## src/rtl/seqgen_usr_pkg.sv

```systemverilog
// Package: shared width, mode encoding and load word for the sequence generator.
// Assumes a 4-bit state; the mode codes are fixed by the step rule.
package seqgen_usr_pkg;

    localparam int unsigned SEQ_W = 4;
    localparam int unsigned CNT_W = $clog2(SEQ_W + 1);

    typedef enum logic [1:0] {
        MODE_HOLD  = 2'b00,
        MODE_SHR   = 2'b10,
        MODE_SHL   = 2'b01,
        MODE_LOAD  = 2'b11
    } usr_mode_e;

    localparam logic [SEQ_W-1:0] LOAD_WORD = '0;

endpackage

```

## src/rtl/bit_ones.sv

```systemverilog
// Module: bit_ones
// Counts the set bits of a word with a generate-built adder chain.
// Assumes CNT_W bits are enough for W (CNT_W >= clog2(W+1)).
module bit_ones #(
    parameter int unsigned W     = 4,
    parameter int unsigned CNT_W = $clog2(W + 1)
) (
    input  logic [W-1:0]     word,
    output logic [CNT_W-1:0] ones
);

    logic [CNT_W-1:0] partial [W+1];

    assign partial[0] = '0;

    for (genvar b = 0; b < W; b++) begin : g_add
        // Running sum stage: add one bit to the previous total.
        assign partial[b+1] = partial[b] + CNT_W'(word[b]);
    end

    assign ones = partial[W];

endmodule

```

## src/rtl/usr_reg.sv

```systemverilog
// Module: usr_reg
// Universal shift register: hold, shift right (serial bit into MSB),
// shift left (serial bit into LSB) or parallel load, by mode select.
// Assumes a synchronous active-low clear to CLEAR_VAL.
module usr_reg
    import seqgen_usr_pkg::*;
#(
    parameter int unsigned     W         = SEQ_W,
    parameter logic [W-1:0]    CLEAR_VAL = '0
) (
    input  logic          clk,
    input  logic          rst_n,
    input  usr_mode_e     mode,
    input  logic          msb_in,
    input  logic          lsb_in,
    input  logic [W-1:0]  par_in,
    output logic [W-1:0]  q
);

    logic [W-1:0] q_r;

    // Register update: clear, then act on the selected mode.
    always_ff @(posedge clk) begin
        if (!rst_n) begin
            q_r <= CLEAR_VAL;
        end else begin
            case (mode)
                MODE_SHR:  q_r <= {msb_in, q_r[W-1:1]};
                MODE_SHL:  q_r <= {q_r[W-2:0], lsb_in};
                MODE_LOAD: q_r <= par_in;
                default:   q_r <= q_r;
            endcase
        end
    end

    assign q = q_r;

endmodule

```

## src/rtl/seq_step_ctrl.sv

```systemverilog
// Module: seq_step_ctrl
// Picks the shift mode and the two serial bits from the current code.
// Assumes a 4-bit code; the ones-count rule is defined for that width.
module seq_step_ctrl
    import seqgen_usr_pkg::*;
(
    input  logic             en,
    input  logic [SEQ_W-1:0] state,
    output usr_mode_e        mode,
    output logic             msb_in,
    output logic             lsb_in,
    output logic             wrap
);

    logic [CNT_W-1:0] ones;
    usr_mode_e        rule_mode;

    bit_ones #(.W(SEQ_W), .CNT_W(CNT_W)) u_ones (
        .word (state),
        .ones (ones)
    );

    // Mode rule: zero or three ones shift right, one or two shift left, all ones load.
    always_comb begin
        if (ones == CNT_W'(SEQ_W)) begin
            rule_mode = MODE_LOAD;
        end else if (ones == CNT_W'(0) || ones == CNT_W'(3)) begin
            rule_mode = MODE_SHR;
        end else begin
            rule_mode = MODE_SHL;
        end
    end

    // Enable gate: a low enable turns every step into a hold.
    always_comb begin
        mode = en ? rule_mode : MODE_HOLD;
    end

    assign msb_in = 1'b1;
    assign lsb_in = ~(state[1] & state[0]);
    assign wrap   = (mode == MODE_LOAD);

endmodule

```

## src/rtl/seqgen_usr.sv

```systemverilog
// Module: seqgen_usr (top)
// Eight-state sequence generator: a universal shift register stepped by
// a mode picked from the current code. Assumes inputs change away from
// the rising clock edge.
module seqgen_usr
    import seqgen_usr_pkg::*;
#(
    parameter logic [SEQ_W-1:0] CLEAR_STATE = '0
) (
    input  logic             clk,
    input  logic             rst_n,
    input  logic             en,
    output logic [SEQ_W-1:0] state,
    output logic             wrap
);

    usr_mode_e mode;
    logic      msb_in;
    logic      lsb_in;

    seq_step_ctrl u_ctrl (
        .en     (en),
        .state  (state),
        .mode   (mode),
        .msb_in (msb_in),
        .lsb_in (lsb_in),
        .wrap   (wrap)
    );

    usr_reg #(.W(SEQ_W), .CLEAR_VAL(CLEAR_STATE)) u_reg (
        .clk    (clk),
        .rst_n  (rst_n),
        .mode   (mode),
        .msb_in (msb_in),
        .lsb_in (lsb_in),
        .par_in (LOAD_WORD),
        .q      (state)
    );

endmodule

```

## config.mk

```make
export PLATFORM = sky130hd
export DESIGN_NAME = seqgen_usr
export DESIGN_NICKNAME = d
export VERILOG_FILES = /design/src/rtl/seqgen_usr_pkg.sv /design/src/rtl/bit_ones.sv /design/src/rtl/usr_reg.sv /design/src/rtl/seq_step_ctrl.sv /design/src/rtl/seqgen_usr.sv
export SDC_FILE = /design/constraint.sdc
export NUM_CORES = 1
export LEC_CHECK = 0
export BUFFER_PORTS_ARGS = -buffer_cell sky130_fd_sc_hd__buf_4
export CAP_MARGIN = 5
export CORE_AREA = 5 5 42 44
export DETAILED_ROUTE_END_ITERATION = 8
export DIE_AREA = 0 0 47 49
export RECOVER_POWER = 50
export SLEW_MARGIN = 25
export SYNTH_ARGS = -nofsm -noshare
export SYNTH_HDL_FRONTEND = slang
export SYNTH_SLANG_ARGS = --single-unit
```

## constraint.sdc

```tcl
create_clock -name clk -period 4.9 [get_ports clk]
set_input_delay 0 -clock clk [delete_from_list [all_inputs] [get_ports clk]]
set_output_delay 0 -clock clk [all_outputs]
set_load 0.01 [all_outputs]
```

Word-level counts from Yosys, hierarchy flattened

Cells that the tools add are included.

Register bits after elaboration: 4
Bits of input ports: 3
Word-level logic and storage cells: 18

$add $sub $neg: 3
Equal/unequal tests: 5
Mux-type cells: 4
Bitwise logic cells: 2
Reduce and logical (&&, ||, !) cells: 3

Operators with widths:

| cell                                                                  | number |
|---|---|
| 4-bit case mux with 3 select lines                                    | 1 |
| 2-bit two-way mux                                                     | 3 |
| 2-bit equality test, second input constant                            | 2 |
| 2-bit by 1-bit adder with 3-bit output                                | 1 |
| 3-bit by 1-bit adder with 3-bit output                                | 1 |
| 3-bit by 2-bit equality test with 1-bit output, second input constant | 1 |
| 3-bit equality test, second input constant                            | 1 |
| 3-bit logical NOT                                                     | 1 |
| 3-bit nonzero test                                                    | 1 |
| 1-bit by 1-bit adder with 2-bit output                                | 1 |
| 2-bit by 1-bit equality test with 1-bit output, second input constant | 1 |
| 1-bit AND                                                             | 1 |
| 1-bit logical OR                                                      | 1 |
| 1-bit inverter                                                        | 1 |

Depth between registers and ports, before layout

Gate-level depths: netlist of run 1.

Word-level depth: 10
Gate-level depth with buffers: 6
Mapped depth without buffers: 6

Modules after synthesis

From an unflattened synthesis of run 1, not the netlist that was laid out.

Cell total of the unflattened synthesis: 37
Area, all modules: 332.8 µm²

By module, submodules not included:

| module        | times used | cells each | area an instance (µm²) | sequential area each (µm²) |
|---|---|---|---|---|
| usr_reg       | 1          | 19         | 206.4                  | 80.1 |
| bit_ones      | 1          | 8          | 63.8                   | 0.0 |
| seq_step_ctrl | 1          | 9          | 58.8                   | 0.0 |
| seqgen_usr    | 1          | 1          | 3.8                    | 0.0 |

Worst setup path after synthesis of run 1

OpenSTA, ideal clock, no wires.

Kind: reg-to-reg
Start point: reg u_reg.q_r[1], in the netlist u_reg.q[1]
End point: reg u_reg.q_r[0], in the netlist u_reg.q[0]
Library setup time: 0.074 ns
Arrival: 1.990 ns
Data required time: 4.826 ns
Slack: 2.836 ns
Stages on the path, launching flop included: 7
Path buffers: 0
Period minus slack after synthesis: 2.064 ns
Path through: dfxtp_1 fa_1 ha_1 ha_1 nand3b_1 or3b_1 a31oi_1

Cells in the longest elaborated chain, start to end: 10

Ends and longest elaborated chain:

| item                                                                                         | line                | RTL |
|---|---|---|
| start: declaration                                                                           | usr_reg.sv:20       | `logic [W-1:0] q_r;` |
| start signal: assignment                                                                     | usr_reg.sv:28       | `MODE_SHR: q_r <= {msb_in, q_r[W-1:1]};` |
| start signal: assignment                                                                     | usr_reg.sv:29       | `MODE_SHL: q_r <= {q_r[W-2:0], lsb_in};` |
| start signal: assignment                                                                     | usr_reg.sv:30       | `MODE_LOAD: q_r <= par_in;` |
| 1-bit by 1-bit adder with 2-bit output                                                       | bit_ones.sv:18      | `assign partial[b+1] = partial[b] + CNT_W'(word[b]);` |
| 2-bit by 1-bit adder with 3-bit output                                                       | bit_ones.sv:18      |  |
| 3-bit by 1-bit adder with 3-bit output                                                       | bit_ones.sv:18      |  |
| 3-bit by 2-bit equality test with 1-bit output / 3-bit logical NOT (equally long branches)   | seq_step_ctrl.sv:27 | `end else if (ones == CNT_W'(0) \|\| ones == CNT_W'(3)) begin` |
| 1-bit logical OR                                                                             | seq_step_ctrl.sv:27 |  |
| 2-bit two-way mux                                                                            | seq_step_ctrl.sv:27 |  |
| 2-bit two-way mux                                                                            | seq_step_ctrl.sv:25 | `if (ones == CNT_W'(SEQ_W)) begin` |
| 2-bit two-way mux                                                                            | seq_step_ctrl.sv:36 | `mode = en ? rule_mode : MODE_HOLD;` |
| 2-bit equality test / 2-bit by 1-bit equality test with 1-bit output (equally long branches) | usr_reg.sv:27       | `case (mode)` |
| 4-bit case mux with 3 select lines / 3-bit nonzero test (equally long branches)              | n/a                 |  |

Several ways; a longest one is shown, not always the timed one.
A chain may end at the register's enable or synchronous reset.

Final worst setup path of run 1

Start point: reg u_reg.q_r[1], in the netlist u_reg.q[1]
End point: reg u_reg.q_r[1], in the netlist u_reg.q[1]

Cells in the longest elaborated chain, start to end: 10

Ends and longest elaborated chain:

| item                                                                                         | line |
|---|---|
| 1-bit by 1-bit adder with 2-bit output (*)                                                   | bit_ones.sv:18 |
| 2-bit by 1-bit adder with 3-bit output (*)                                                   | bit_ones.sv:18 |
| 3-bit by 1-bit adder with 3-bit output (*)                                                   | bit_ones.sv:18 |
| 3-bit by 2-bit equality test with 1-bit output / 3-bit logical NOT (equally long branches)   | seq_step_ctrl.sv:27 |
| 1-bit logical OR                                                                             | seq_step_ctrl.sv:27 |
| 2-bit two-way mux                                                                            | seq_step_ctrl.sv:27 |
| 2-bit two-way mux (*)                                                                        | seq_step_ctrl.sv:25 |
| 2-bit two-way mux (*)                                                                        | seq_step_ctrl.sv:36 |
| 2-bit equality test / 2-bit by 1-bit equality test with 1-bit output (equally long branches) | usr_reg.sv:27 |
| 4-bit case mux with 3 select lines / 3-bit nonzero test (equally long branches)              | n/a |

Mark *: on every way between the ends. The rest lies on a longest branch, timed or not.

==> results of run 1 <==
## metrics by stage
stage | hold WS [ns] | instance area [um^2] | std cells
after floorplan | 0.100 | 268 | 28
after global placement | 0.251 | 340 | 51
after detailed placement | 0.257 | 340 | 51
after CTS | 0.00266 | 363 | 54
after global routing | 0.0254 | 348 | 54
final | 0.00488 | 348 | 54
## logic make-up after synthesis
group | count (synthesis)
flops | 4
fa+ha+maj | 4
xor+xnor | 1
simple gates | 10
compound gates | 9
## power by group through the flow
stage          Combinational, mW  Sequential, mW  Clock (mW)
2_1_floorplan             0.0824          0.0559           0
3_3_place_gp               0.117          0.0541           0
3_5_place_dp               0.119          0.0542           0
4_1_cts                    0.119          0.0537      0.0452
5_1_grt                    0.127          0.0548      0.0467
6_report                   0.113          0.0536      0.0442
## routing by layer
metal  track usage  up-vias
li1              -      133
met4        0.0415        0
met5             0        -
met1        0.0614      121
met3        0.0148        2
met2         0.102       14
## cell usage after synthesis
cell type / n
fa_1: 1
o21ai_0: 5
and3_2: 1
or3b_1: 1
dfxtp_1: 4
nand3b_1: 6
nor2_1: 1
ha_1: 3
xnor2_1: 1
a31oi_1: 4
nand2b_1: 1
## final timing paths
path                                 start    endpoint  slack (ns)  depth (start not counted)
worst max-delay path            u_reg.q[1]  u_reg.q[1]        2.70                          6
worst min-delay path                    en  u_reg.q[0]       0.005                          2
worst max register to register  u_reg.q[1]  u_reg.q[1]        2.70                          6
worst min register to register  u_reg.q[3]  u_reg.q[2]        0.55                          2
## worst max-delay path, delay by kind of cell, from the launching register on
| family | cells | cell delay (ns) |
|---|---|---|
| AOI/OAI and AO/OA | 1 | 0.21 |
| adders and majority gates | 3 | 0.99 |
| DFF | 1 | 0.44 |
| and+or+nand+nor | 1 | 0.12 |
| xor gates and xnor gates | 1 | 0.36 |
## cell type report
type,instances,area share
clock buffer,3,0.0647
multi-input combinational,24,0.540
sequential,4,0.230
tap,16,0.0576
timing repair buffer,7,0.108
==> results.py, run 1 <==
metrics = {
    "worst_setup_path": {
        "setup.worst_path.start_class": "flip-flop",
        "path_cells": "fa_1, ha_1, ha_1, xnor2_1, nand3b_1, a31oi_1",
        "crit_required_ns": 5.06,
        "crit_fanout": 6,
        "max_stage_delay_ns": 0.46,
        "worst_path_most_repeated_cell": "ha_1",
        "critPathSlowestCell": "fa_1",
        "endpoint_kind": "flip-flop",
        "criticalPathCategory": "reg2reg",
        "worstPathArrival_ns": 2.36,
    },
    "floorplanning": {
        "io_pins": 8,
        "die_h_um": 49,
        "fp-row-count": 14,
        "die-area_mm2": 0.00230,
        "start_util": 0.191,
        "dieWidth_um": 47,
        "core_mm2": 0.00140,
    },
    "timing": {
        "layout_setup_ws_ns": 2.70,
        "fin_crit_ns": 2.20,
        "drv_slew": 0,
        "finalSetupTns_ns": 0,
        "clock_skew_ns": 0.00309,
        "tightest_slew_ns": 0.365,
        "rsz0062_at_grt": "false",
        "final_hold_viol_count": 0,
        "period_share": 0.449,
        "max_freq_ghz": 0.455,
        "setup_viol": 0,
        "slew_headroom": 0.755,
    },
    "clocking": {
        "cts_buffers": 3,
        "root_buffer": "clkbuf_4",
        "tritoncts": "yes",
        "clkLatencyLatePin_ns": 0.24,
        "postCtsSetupBuffers": 0,
        "holdBufCountCts": 0,
        "cts-resized-gates": 0,
        "cts.clk_slew.worst_paths_ns": 0.04,
        "clock-sinks": 4,
        "clock_path_buffers": 2,
        "cts_max_level": 1,
    },
    "power": {
        "powerDensity_mw_per_mm2": 606,
        "p_sw_mw": 0.0925,
        "p_comb_frac": 0.536,
        "ir_worst_vdd_v": 0.000124,
        "power.total_mw": 0.211,
        "p_leak_nw": 0.142,
        "clock_power_share": 0.209,
        "power_frac_seq": 0.254,
        "swShare": 0.439,
        "p_int_mw": 0.118,
    },
    "synthesis": {
        "yosys.area.top_type": "dfxtp_1",
        "synth-simple-area-share": 0.266,
        "synth_nets": 35,
        "synth_top_area_share": 0.299,
        "ys_seq_area_frac": 0.299,
        "synth_adder_area_share": 0.215,
        "synth_cell_types": 11,
        "ys_ff_latch": 4,
        "syn_area_per_cell_um2": 9.56,
        "synth_xor_area_frac": 0.0327,
        "synth_area_leaders": "dfxtp_1, nand3b_1, ha_1",
        "netlist_instances": 28,
        "syn-cell-area_um2": 268,
        "synth.area.mux_share": 0,
        "synth_compound_area_frac": 0.187,
        "yosysWarnings": 0,
        "synth_top_family_by_area": "simple AND/OR/NAND/NOR gates",
    },
    "route": {
        "vias": 270,
        "final_antenna_net_count": 0,
        "first_iter_violations": 13,
        "met2WireLength_um": 286,
        "wl_per_cell_um": 11.9,
        "wl_met1_um": 294,
        "firstDrtPassIters": 4,
        "drcViolationCount": 0,
        "drt-total-wl_um": 643,
        "wl_met3_um": 52,
        "routed.top_layer": "met4",
        "vias_per_cell": 5.00,
    },
    "layout": {
        "n_fill_cell": 163,
        "final_core_utilization": 0.248,
        "area_delta_synth_final_pct": 29.9,
        "largest_reg_flops": 4,
        "area.sequential_um2": 80.1,
        "layout_common_cells": "nand3b_1, o21ai_0, a31oi_1, clkbuf_1, dfxtp_1",
        "multi_input_area_um2": 188,
        "drive_gt1_frac": 0.184,
        "layout_commonest_cell": "nand3b_1",
        "antennaDiodeCount": 0,
        "nNetsFinal": 47,
    },
    "global_route": {
        "gr-total-overflow": 0,
        "antenna_found_initial": 0,
        "grt_max_degree": 10,
        "grt_pass1_vias": 261,
        "grtUsageTotal": 0.0605,
        "grt_pass1_wl_um": 1030,
    },
    "place": {
        "place.gp.congestion": 0.757,
        "port_buffers": 7,
        "dp_slack_ns": 2.77,
    },
    "worst_hold_path": {
        "min_path_type": "in2reg",
    },
    "job": {
        "maxCapViolations": 0,
    },
    "status": {
        "status": "finished, final reports clean",
    },
}
Power figures use the tool's default switching activity.
==> inputs of run 2 (changes only) <==
==> constraint.sdc (replaced) <==
create_clock -name clk -period 1.9 [get_ports clk]
set_input_delay 0 -clock clk [delete_from_list [all_inputs] [get_ports clk]]
set_output_delay 0 -clock clk [all_outputs]
set_load 0.01 [all_outputs]
==> run 2 against run 1 <==
The flow now finishes with violations (negative setup slack). Die area unchanged. Critical endpoint is now wrap. Clock power increased to 2.6 times the previous value. Clock-buffer cell count up 1. Combinational power increased to 4.6 times the previous value. Global-route usage is 0.84 points higher. Clock skew increased by 0.0061 ns. Power grew to 3.6 times the previous value. Sequential power grew 150%. Wire length increased by 8.1%.
==> results.py, run 2 (synthesis results as in run 1) <==
metrics = {
    "status": {
        "status": "complete, but fails checks",
        "violations": "negative setup slack",
    },
    "clocking": {
        "cts_buffers": 3,
        "clock_path_buffers": 2,
        "tritoncts": "yes",
        "cts.clk_slew.worst_paths_ns": 0.04,
        "postCtsSetupBuffers": 0,
        "clkLatencyLatePin_ns": 0.24,
        "cts_max_level": 1,
        "clock-sinks": 4,
        "root_buffer": "clkbuf_4",
    },
    "floorplanning": {
        "start_util": 0.191,
        "fp-row-count": 14,
        "die_h_um": 49,
        "die-area_mm2": 0.00230,
        "core_mm2": 0.00140,
        "dieWidth_um": 47,
        "io_pins": 8,
    },
    "layout": {
        "antennaDiodeCount": 0,
        "largest_reg_flops": 4,
        "design_area_um2": 469,
        "nNetsFinal": 55,
        "layout_common_cells": "buf_4, nand3b_1, o21ai_0",
        "drive_gt1_frac": 0.511,
        "finalNonFillerCells": 63,
        "layout_commonest_cell": "buf_4",
        "area_delta_synth_final_pct": 75.2,
    },
    "worst_setup_path": {
        "worstPathArrival_ns": 1.98,
        "path_cells": "fa_1, ha_2, ha_4, nor2_4, buf_6, and3_4, buf_6",
        "setup.worst_path.start_class": "flip-flop",
        "max_stage_delay_ns": 0.55,
        "endpoint_kind": "output pin",
        "worst-path-buf-inv": 2,
        "crit_fanout": 4,
        "worst_path_most_repeated_cell": "buf_6",
        "critPathSlowestCell": "fa_1",
        "criticalPathCategory": "reg2out",
        "crit_required_ns": 1.90,
        "critPathTopFamily": "adder cells",
    },
    "power": {
        "powerDensity_mw_per_mm2": 1630,
        "p_int_mw": 0.489,
        "p_leak_nw": 0.196,
        "power_frac_seq": 0.173,
        "p_sw_mw": 0.276,
        "ir_worst_vdd_v": 0.000344,
        "swShare": 0.361,
        "p_comb_frac": 0.674,
        "clock_power_share": 0.153,
    },
    "route": {
        "drcViolationCount": 0,
        "vias_per_cell": 4.57,
        "wl_per_cell_um": 11.0,
        "vias": 288,
        "met2WireLength_um": 347,
        "drt-total-wl_um": 695,
        "firstDrtPassIters": 1,
        "final_antenna_net_count": 0,
        "wl_met1_um": 291,
        "routed.top_layer": "met4",
        "first_iter_violations": 0,
        "wl_met3_um": 44,
    },
    "global_route": {
        "grt_pass1_vias": 265,
        "grtUsageTotal": 0.0689,
        "grt_pass1_wl_um": 1110,
        "gr-total-overflow": 0,
        "grt_max_degree": 10,
        "antenna_found_initial": 0,
    },
    "timing": {
        "hold-worst-slack_ns": 0.0223,
        "final_hold_viol_count": 0,
        "drv_slew": 0,
        "fin_crit_ns": 1.98,
        "layout_setup_ws_ns": -0.0791,
        "clock_skew_ns": 0.00923,
        "period_share": 1.04,
        "rsz0062_at_grt": "true",
        "setup_viol": 2,
        "max_freq_ghz": 0.505,
        "slew_headroom": 0.871,
        "finalSetupTns_ns": -0.102,
        "tightest_slew_ns": 0.193,
    },
    "worst_hold_path": {
        "min_path_type": "in2reg",
    },
    "place": {
        "post-dp-hpwl_um": 571,
        "dp_slack_ns": -0.0190,
        "place_area_um2": 414,
        "dp.cells": 58,
        "port_buffers": 7,
        "place.gp.congestion": 0.676,
    },
    "job": {
        "maxCapViolations": 0,
    },
}
==> run 2: cell types whose count changed in the layout (fill, tap and decap cells not counted), moves of 2 or more <==
| cell | change |
|---|---|
| buf_4 | +9 |
| clkbuf_1 | -3 |
| dfxtp_1 | -3 |
| buf_6 | +2 |
| dfxtp_2 | +2 |
| ha_1 | -2 |
==> run 2: stage by stage <==
stage	total power, mW	util
2_1_floorplan	0.385	-
3_3_place_gp	0.588	0.296
3_5_place_dp	0.596	0.296
4_1_cts	0.779	0.335
5_1_grt	0.836	0.335
6_report	0.765	0.335
==> run 2: repair_timing <==
item                                    CTS  global route
pin swaps                                 4             0
resized for setup                         5             0
cloned                                    0             0
endpoints found under the setup margin    4             5
hold buffers                              1             0
endpoints found under the hold margin     2             0
==> run 2: worst paths after layout <==
path	from	endpoint	slack, ns	cells past startpoint
worst min-delay path	rst_n	u_reg.q[0]	0.02	3
worst max register to register	u_reg.q[3]	u_reg.q[0]	-0.02	6
worst max-delay path	u_reg.q[3]	wrap	-0.08	7
worst min register to register	u_reg.q[2]	u_reg.q[3]	0.56	2
==> run 2: tightest hold or removal path, cell delays in order <==
cell     delay [ns]
buf_4          0.12
o21ai_0        0.06
a31oi_1        0.04
==> run 2: layout make-up <==
type                       instances  area (um^2)
clock buffer                       4         26.3
timing repair buffer              15          123
sequential                         4         86.3
multi-input combinational         24          214
tap                               16         20.0
fill                             154          932
==> run 2: routing by layer <==
metal / vias up / GRT usage
met5: - / 0
met4: 0 / 0.0691
met3: 2 / 0.0148
met2: 6 / 0.109
met1: 131 / 0.0678
li1: 149 / -
==> run 2: power by group through the flow <==
stage          clock [mW]  sequential [mW]  combinational [mW]
2_1_floorplan           0            0.151               0.235
3_3_place_gp            0            0.133               0.455
3_5_place_dp            0            0.134               0.462
4_1_cts             0.122            0.133               0.524
5_1_grt             0.127            0.135               0.574
6_report            0.117            0.132               0.516
==> inputs of run 3 (changes only) <==
--- a/config.mk
+++ b/config.mk
@@ -10,6 +10,7 @@
 export CORE_AREA = 5 5 42 44
 export DETAILED_ROUTE_END_ITERATION = 8
 export DIE_AREA = 0 0 47 49
+export PLACE_DENSITY = 0.38
 export RECOVER_POWER = 50
 export SLEW_MARGIN = 25
 export SYNTH_ARGS = -nofsm -noshare
==> run 3 against run 2 <==
The run still ends with negative setup slack left. Worst hold slack got worse by 0.0038 ns. Sequential power hardly changed. Critical path type is now reg2reg. Largest cell class unchanged. Utilization decreased by 0.54 points. Sequential cell count is the same. Design area decreased by 1.6%. Sequential share of layout area is 0.30 points higher. Maximum frequency rose by 3.1%.
==> results.py, run 3 (synthesis results as in run 1) <==
metrics = {
    "status": {
        "status": "complete, but fails checks",
        "violations": "negative setup slack",
    },
    "timing": {
        "layout_setup_ws_ns": -0.0199,
        "finalSetupTns_ns": -0.0254,
        "fin_crit_ns": 1.92,
        "final_hold_viol_count": 0,
        "clock_skew_ns": 0.00900,
        "setup_viol": 2,
        "period_share": 1.01,
        "rsz0062_at_grt": "true",
        "tightest_slew_ns": 0.190,
        "hold-worst-slack_ns": 0.0184,
        "drv_slew": 0,
        "slew_headroom": 0.873,
        "max_freq_ghz": 0.521,
    },
    "worst_setup_path": {
        "r2r-end": "u_reg.q[0]",
        "crit_fanout": 4,
        "worstPathArrival_ns": 2.09,
        "setup.worst_path.start_class": "flip-flop",
        "r2r_cells": 6,
        "cp-startpoint": "u_reg.q[3]",
        "crit_required_ns": 2.07,
        "criticalPathCategory": "reg2reg",
        "endpoint_kind": "flip-flop",
        "reg2reg_from": "u_reg.q[3]",
        "rrSetupSlack_ns": -0.02,
    },
    "layout": {
        "n_fill_cell": 167,
        "largest_reg_flops": 4,
        "layout_commonest_cell": "buf_4",
        "area_delta_synth_final_pct": 72.4,
        "antennaDiodeCount": 0,
        "drive_gt1_frac": 0.489,
        "layout_common_cells": "buf_4, nand3b_1, o21ai_0",
        "nNetsFinal": 55,
        "design_area_um2": 462,
    },
    "global_route": {
        "antenna_found_initial": 0,
        "grt_max_degree": 10,
        "grtUsageTotal": 0.0846,
        "grt_pass1_vias": 308,
        "grt_pass1_wl_um": 1330,
        "gr-total-overflow": 0,
    },
    "place": {
        "post-dp-hpwl_um": 575,
        "port_buffers": 7,
        "place.gp.congestion": 0.699,
        "place_area_um2": 407,
        "dp_slack_ns": -0.0429,
    },
    "floorplanning": {
        "die_h_um": 49,
        "dieWidth_um": 47,
        "io_pins": 8,
        "fp-row-count": 14,
        "die-area_mm2": 0.00230,
        "start_util": 0.191,
        "core_mm2": 0.00140,
    },
    "route": {
        "vias_per_cell": 4.38,
        "firstDrtPassIters": 3,
        "drt-total-wl_um": 720,
        "wl_per_cell_um": 11.4,
        "vias": 276,
        "final_antenna_net_count": 0,
        "drcViolationCount": 0,
        "first_iter_violations": 2,
    },
    "worst_hold_path": {
        "min_path_type": "in2reg",
        "hold_depth": 3,
        "whs_endpoint": "u_reg.q[0]",
        "min_from": "rst_n",
    },
    "power": {
        "powerDensity_mw_per_mm2": 1570,
        "ir_worst_vdd_v": 0.000571,
        "power.total_mw": 0.727,
        "p_leak_nw": 0.192,
    },
    "clocking": {
        "clock_path_buffers": 2,
        "cts_max_level": 1,
        "tritoncts": "yes",
        "clkLatencyLatePin_ns": 0.24,
        "cts_buffers": 3,
        "cts.clk_slew.worst_paths_ns": 0.05,
        "clock-sinks": 4,
        "root_buffer": "clkbuf_4",
    },
    "job": {
        "maxCapViolations": 0,
    },
}
## run 3: per-layer routing
layer	track usage	wire length, um
met5	0	0
met4	0.0829	15
met3	0.0332	33
met2	0.115	375
met1	0.0925	297
## run 3: how the worst max path moves through the flow
stage                       to  slack [ns]  cells past startpoint
finish              u_reg.q[0]       -0.02                      6
global route        u_reg.q[0]       -0.13                      6
CTS                 u_reg.q[0]       -0.05                      6
detailed placement  u_reg.q[0]       -0.04                      6
global placement    u_reg.q[0]       -0.05                      6
floorplan           u_reg.q[0]       0.009                      6
## run 3: final cells by class
type	instances	area, um^2	share of cell area
Timing Repair Buffer	15	115	0.249
Multi-Input combinational cell	24	214	0.463
Sequential cell	4	86.3	0.187
Tap cell	16	20.0	0.0434
Clock buffer	4	26.3	0.0569
## run 3: critical path, stage by stage, from the launching register on
cell,delay (ns)
dfxtp_2,0.32
fa_1,0.56
ha_2,0.19
ha_4,0.21
nand3b_1,0.10
or3b_1,0.35
a31oi_1,0.12
## run 3: through the flow
stage	std cells	util
final	63	0.329
after global routing	63	0.329
after CTS	62	0.324
after detailed placement	57	0.290
after global placement	57	0.290
after floorplan	28	-
## run 3: repair_timing
item                                   CTS  global route
setup buffers                            0             1
setup endpoints to repair                3             5
gates cloned                             0             0
endpoints found under the hold margin    2             0
hold buffers                             1             0
pin swaps                                1             2
gates resized for setup                  3             1
## run 3: where the power goes
part           leakage, nW  total, mW  internal (mW)  switching (mW)
Sequential          0.0344      0.132          0.113          0.0191
Clock               0.0150      0.120         0.0792          0.0410
Combinational        0.142      0.475          0.261           0.214
Total                0.192      0.727          0.453           0.274
